## config.mk

```make
export PLATFORM = sky130hd
export DESIGN_NAME = cascade_counter
export DESIGN_NICKNAME = d
export VERILOG_FILES = /design/src/rtl/cnt_pkg.sv /design/src/rtl/cnt_stage.sv /design/src/rtl/cnt_trunc.sv /design/src/rtl/cascade_counter.sv
export SDC_FILE = /design/constraint.sdc
export NUM_CORES = 1
export LEC_CHECK = 0
export BUFFER_PORTS_ARGS = -buffer_cell sky130_fd_sc_hd__buf_4
export CAP_MARGIN = 20
export CORE_AREA = 2 2 39 41
export DETAILED_ROUTE_END_ITERATION = 8
export DIE_AREA = 0 0 41 43
export GPL_ROUTABILITY_DRIVEN = 0
export PLACE_DENSITY_LB_ADDON = 0.15
export SETUP_SLACK_MARGIN = 0.3
export SLEW_MARGIN = 20
export SYNTH_ARGS = -nofsm -noshare
export SYNTH_HDL_FRONTEND = slang
export SYNTH_HIERARCHICAL = 1
export SYNTH_SLANG_ARGS = --single-unit
```

## constraint.sdc

```tcl
create_clock -name clk -period 3.3 [get_ports clk]
set_clock_uncertainty 0.05 [all_clocks]
set_input_delay 0.33 -clock clk [delete_from_list [all_inputs] [get_ports clk]]
set_output_delay 0.33 -clock clk [all_outputs]
set_load 0.005 [all_outputs]
```

## src/rtl/cnt_pkg.sv

```systemverilog
package cnt_pkg;

    localparam int NIB_W = 4;

    typedef logic [NIB_W-1:0] nib_t;

    // Per-stage operation, listed in increasing priority
    typedef enum logic [1:0] {
        OP_HOLD  = 2'd0,
        OP_COUNT = 2'd1,
        OP_LOAD  = 2'd2,
        OP_CLEAR = 2'd3
    } stage_op_e;

    // Control bundle seen by one stage
    typedef struct packed {
        logic clear;
        logic load;
        logic en_par;
        logic en_car;
    } stage_ctl_t;

    function automatic stage_op_e pick_op(stage_ctl_t c);
        stage_op_e op;
        if (c.clear)                    op = OP_CLEAR;
        else if (c.load)                op = OP_LOAD;
        else if (c.en_par && c.en_car)  op = OP_COUNT;
        else                            op = OP_HOLD;
        return op;
    endfunction

    function automatic nib_t nib_next(stage_op_e op, nib_t q, nib_t d);
        nib_t n;
        unique case (op)
            OP_CLEAR: n = '0;
            OP_LOAD:  n = d;
            OP_COUNT: n = q + nib_t'(1);
            default:  n = q;
        endcase
        return n;
    endfunction

endpackage

```

## src/rtl/cnt_stage.sv

```systemverilog
module cnt_stage
    import cnt_pkg::*;
(
    input  logic       clk,
    input  stage_ctl_t ctl,
    input  nib_t       d,
    output nib_t       q,
    output logic       tc
);

    stage_op_e op;
    nib_t      q_r;

    always_comb op = pick_op(ctl);

    always_ff @(posedge clk) begin
        q_r <= nib_next(op, q_r, d);
    end

    assign q  = q_r;
    assign tc = ctl.en_car & (&q_r);

    // clear (external or truncation) zeroes the stage
    a_r1_clear_zero: assert property (@(posedge clk)
        ctl.clear |=> (q == '0));

    // load takes the data
    a_r2_load_takes: assert property (@(posedge clk) disable iff (ctl.clear)
        ctl.load |=> (q == $past(d)));

    // no enable pair means hold
    a_r4_hold_stable: assert property (@(posedge clk) disable iff (ctl.clear)
        (!ctl.load && !(ctl.en_par && ctl.en_car)) |=> $stable(q));

    // all ones wraps to zero
    a_r6_nib_wrap: assert property (@(posedge clk) disable iff (ctl.clear)
        (!ctl.load && ctl.en_par && ctl.en_car && (q == '1)) |=> (q == '0));

endmodule

```

## src/rtl/cnt_trunc.sv

```systemverilog
module cnt_trunc
    import cnt_pkg::*;
#(
    parameter int N_STG = 2,
    parameter int MOD   = 0
) (
    input  logic [N_STG*NIB_W-1:0] value,
    output logic                   trunc_clr
);

    localparam int W = N_STG * NIB_W;

    generate
        if (MOD == 0) begin : g_free
            assign trunc_clr = 1'b0;
        end else begin : g_trunc
            localparam logic [W-1:0] LAST = W'(MOD - 1);
            assign trunc_clr = (value == LAST);
        end
    endgenerate

endmodule

```

## src/rtl/cascade_counter.sv

```systemverilog
module cascade_counter
    import cnt_pkg::*;
#(
    parameter int N_STG = 2,
    parameter int MOD   = 0
) (
    input  logic                   clk,
    input  logic                   clear_i,
    input  logic                   load_i,
    input  logic                   cnt_en_i,
    input  logic                   carry_in_i,
    input  logic [N_STG*NIB_W-1:0] load_val_i,
    output logic [N_STG*NIB_W-1:0] count_o,
    output logic                   term_o
);

    localparam int W = N_STG * NIB_W;

    logic [N_STG:0] carry;
    logic           trunc_clr;

    assign carry[0] = carry_in_i;

    cnt_trunc #(.N_STG(N_STG), .MOD(MOD)) trunc_i (
        .value     (count_o),
        .trunc_clr (trunc_clr)
    );

    generate
        for (genvar k = 0; k < N_STG; k++) begin : g_stg
            stage_ctl_t ctl;
            always_comb begin
                ctl.clear  = clear_i | trunc_clr;
                ctl.load   = load_i;
                ctl.en_par = cnt_en_i;
                ctl.en_car = carry[k];
            end
            cnt_stage stage_i (
                .clk (clk),
                .ctl (ctl),
                .d   (load_val_i[k*NIB_W +: NIB_W]),
                .q   (count_o[k*NIB_W +: NIB_W]),
                .tc  (carry[k+1])
            );
        end
    endgenerate

    assign term_o = carry[N_STG];

    // whole chain adds exactly one per counting edge
    a_r3_chain_incr: assert property (@(posedge clk) disable iff (clear_i)
        (!trunc_clr && !load_i && cnt_en_i && carry_in_i)
        |=> (count_o == $past(count_o) + W'(1)));

    // a low carry input forces the chain terminal count low
    always_comb begin
        a_r5_term_gated: assert (carry_in_i || !term_o);
    end

    // chain wraps from all ones
    a_r6_chain_wrap: assert property (@(posedge clk) disable iff (clear_i)
        (!load_i && cnt_en_i && carry_in_i && (count_o == '1)) |=> (count_o == '0));

    generate
        if (MOD != 0) begin : g_mod_chk
            // decoded last value returns to zero on the next edge
            a_r8_trunc_zero: assert property (@(posedge clk) disable iff (clear_i)
                (count_o == W'(MOD - 1)) |=> (count_o == '0));
        end
    endgenerate

endmodule

```

Yosys cells after proc, flatten, opt, wreduce, memory -nomap -nowiden --
Cells that the tools add are included.
Storage, ports and cells: register bits 8, output and inout bits 9
Cells by class: add/subtract/negate cells 2, equal/unequal tests 6, muxes and demuxes 8, reduce and logical (&&, ||, !) cells 6, bitwise logic cells 2
Operator list (count):
- $pmux W4 S3 | 2
- $add A4 B1 Y4 const B | 2
- $eq A2 B2 Y1 const B | 4
- $mux W2 | 4
- $reduce_and A4 Y1 | 2
- $reduce_bool A3 Y1 | 2
- $eq A2 B1 Y1 const B | 2
- $and A1 B1 Y1 | 2
- $logic_and A1 B1 Y1 | 2
- $mux W1 | 2

Logic depth before layout (Yosys ltp) --
depth in word-level cells 8, gate-level depth with buffers 5

Modules after synthesis --
Netlist, hierarchy kept.
By module, submodules not included:
- cnt_stage | area each 240.2 sq um, times used 2, cells each 23, sequential area each 120.1 sq um
- cnt_trunc | area each 11.3 sq um, times used 1, cells each 2, sequential area each 0.0 sq um
- cascade_counter | area each 6.3 sq um, times used 1, cells each 1, sequential area each 0.0 sq um

Least setup slack after synthesis --
Ideal clock, no wire load.
path type register -> output, start point register g_stg[0].stage_i.q_r[0], end point output port term_o, stages on the path, launching flop included 4, arrival time 1.090 ns, path slack 1.830 ns, path through edfxtp_1 ha_1 and4_1 and4_1
Between the ends: word-level cells in the longest chain between the ends 3
RTL lines:
- start, declared | line cnt_stage.sv:12 | nib_t q_r;
- start signal, assigned | line cnt_stage.sv:17 | q_r <= nib_next(op, q_r, d);
- $reduce_and A4 Y1 | line cnt_stage.sv:21 | assign tc = ctl.en_car & (&q_r);
- $and A1 B1 Y1 | line cnt_stage.sv:21
- via carry[1] | line cascade_counter.sv:19 | logic [N_STG:0] carry;
- $and A1 B1 Y1 | line cnt_stage.sv:21
- end, declared | line cascade_counter.sv:14 | output logic term_o
The timed path passes the listed nets, and every way through them passes these cells.

Final worst setup path --
Same ends and word-level chain as after synthesis.

==> results.md <==
* Status: finished, final reports clean
* Die Span X at 41 um
* Number of gates resized after cts at 0
* Post-synthesis simple-gate area fraction at 27.9%
* Vias at 419
* Number of synthesized register bits at 8
* Synth Instances at between 40 and 50
* Area grow syn2layout at 38.7%
* Via-to-Cell Ratio at 4.76
* Clock Pin Slew Worst Setup and Hold Paths at ~0.050 ns
* Post-route cell area at 691 um^2
* Worst Reg-to-Reg Cells at 4
* Multiplexer area fraction after synthesis at 0%
* Synth Area per Inst at between 10 and 15 um^2
* CP most frequent cell: and4_1
* CP Depth at 4
* # IOs at 22
* Worst Path Required at 2.92 ns
* Grt ovf at 0
* Max clock buf depth at 2
* First-pass GRT wire length at 1590 um
* H-tree Lvls at 1
* Syn nets at 64
* Initial core utilization at between 30% and 40%
* Largest family of logic cells by synthesized area: simple AND/OR/NAND/NOR gates
* Vias in the first global route at 405
* 1st-iter DRT viols at 6
* TritonRoute pass-1 iters at 2
* # fillers at 137
* Synth Warn # at 6
* RSZ-0062 raised after global routing: no
* Worst-Skew Late Latency at 0.25 ns
* Die H at between 40 and 50 um
* Commonest non-fill, non-tap cell in the layout: buf_4
* Max reg flops at 8
* Worst Setup End Kind: output port
* Total setup buffers inserted after CTS at 0
* Synth Area in Adders at 5.03%
* Commonest cells after routing, fill and taps aside: buf_4 (21), nand2_1 (12), o21ai_1 (8), edfxtp_1 (8), nand3_2 (4)
* Layout cells sized above 1 at 44.4%
* Routed Antenna Nets at 0
* Critical path cell sequence: ha_1, and4_1, and4_1, buf_4
* Final hold vios at 0
* PwrDens at 342 nW/um^2
* Setup CP Type: reg2out
* # rows at 14
* Max FO, Critical Path at 4
* Dpl cell area at 668 um^2
* CTS tree: done
* Synthesized area at 498 um^2
* Total Wirelength at 1010 um
* Max-cap violation count at 0
* CP max stage cell: edfxtp_1
* Cell family with most CP delay: flip-flops
* Post-layout nets at 89
* Num CTS Buffers at 3
* Fin crit share at 56.9%
* Tightest Hold Check Type: in2reg
* CP Buf/Inv Count at 1
* Leak Pwr at 0.000291 uW
* Wirelength per Cell at 11.4 um
* Setup violators final at 0
* Fin. max-slew vios at 0
* Core footprint at 1380 um^2
* Overall routing resource usage at 13.7%
* Dominant cell type by area after synthesis: edfxtp_1
* Library cells used by synthesis at 14
* CP startpoint kind: register
* CP arrival at 1.50 ns
* Fmax at 0.533 GHz
* Worst vdd ir at 0.191 mV
* Worst Hold Margin at 0.317 ns
* Total negative setup slack at 0 ns
* Top cells by area, synth: edfxtp_1 (48%), nand2_1 (9.0%), nand3_2 (8.0%)
* Root Buffer: clkbuf_4
* Initial antenna violation count at 0
* Final core utilization at 49.9%
* Number of hold buffers added after CTS at 0
* Post-synthesis compound-gate area fraction at 8.04%
* Yosys top cell area share at approximately half
* CTS Sinks at 8
* DRC Markers at 0
* Pin count of the biggest net entering global routing at 5
* Antenna diodes at 0
* CP peak stage delay at between 0.4 and 0.5 ns
* WHS Path Cells at 3
* Input/output buffers at 21
* Sequential share of the synthesized area at 48.2%
* Synth Area in XOR/XNOR at under 10%
* Die area at 1760 um^2
* Final worst path period need at 1.88 ns
* HPWL Detailed at approximately 830 um
power by group:
group / total, uW / internal, uW / switching [uW]
registers: 125 / 119 / 6.61
logic: 37.3 / 22.4 / 14.9
clock network: 73.4 / 41.5 / 31.9
total: 236 / 183 / 53.3
cells in the mapped netlist:
master and count:
nor2b_2 2, xor2_1 2, xnor2_1 2, o21ai_1 8, conb_1 1, nand3_2 4
nand2_1 12, buf_4 1, nor2_2 2, edfxtp_1 8, and4_1 2, or2_1 1
inv_1 2, ha_1 2
tightest hold or removal path: cells and delay by family:
family / cells / cell delay [ns]
AOI/OAI and AO/OA: 1 / 0.06
buffers and inverters: 1 / 0.08
and+or+nand+nor: 1 / 0.03
metal layers:
| layer | share of wire [%] | wire (um) | vias up | global-route usage [%] |
|---|---|---|---|---|
| li1 | - | - | 216 | - |
| met1 | 41 | 408 | 187 | 13.7 |
| met2 | 51 | 512 | 16 | 23.1 |
| met3 | 8.4 | 85 | 0 | 5.76 |
| met4 | 0 | 0 | 0 | 6.00 |
| met5 | 0 | 0 | - | 0 |
cell families (layout without fill, tap and decap cells):
group / after synthesis / in the layout
compound gates: 8 / 8
fa+ha+maj: 2 / 2
xor+xnor: 4 / 4
flops: 8 / 8
buf+inv: 3 / 26
simple gates: 23 / 23
other cells: 1 / 1
final cells by class:
| class | count | area (um^2) | area share, % |
|---|---|---|---|
| multi-input combinational | 38 | 243 | 35.1 |
| sequential | 8 | 240 | 34.8 |
| timing repair buffer | 21 | 158 | 22.8 |
| clock buffer | 3 | 22.5 | 3.26 |
| tap | 16 | 20.0 | 2.90 |
| inverter | 2 | 7.51 | 1.09 |
per-stage QoR:
stage,setup WS (ns),total power (uW),instances
finish,1.42,236,88
global route,1.34,252,88
CTS,1.40,241,88
detailed placement,1.68,165,85
global placement,1.70,165,85
floorplan,1.83,141,49
path summary, 6_finish.rpt:
path                    startpoint               endpoint  slack, ns
min                  load_val_i[5]  g_stg[1].stage_i/q[1]       0.32
max          g_stg[0].stage_i/q[0]                 term_o       1.42
min reg2reg  g_stg[1].stage_i/q[0]  g_stg[1].stage_i/q[0]       0.61
max reg2reg  g_stg[0].stage_i/q[0]  g_stg[1].stage_i/q[3]       1.85
Power figures use the tool's default switching activity.
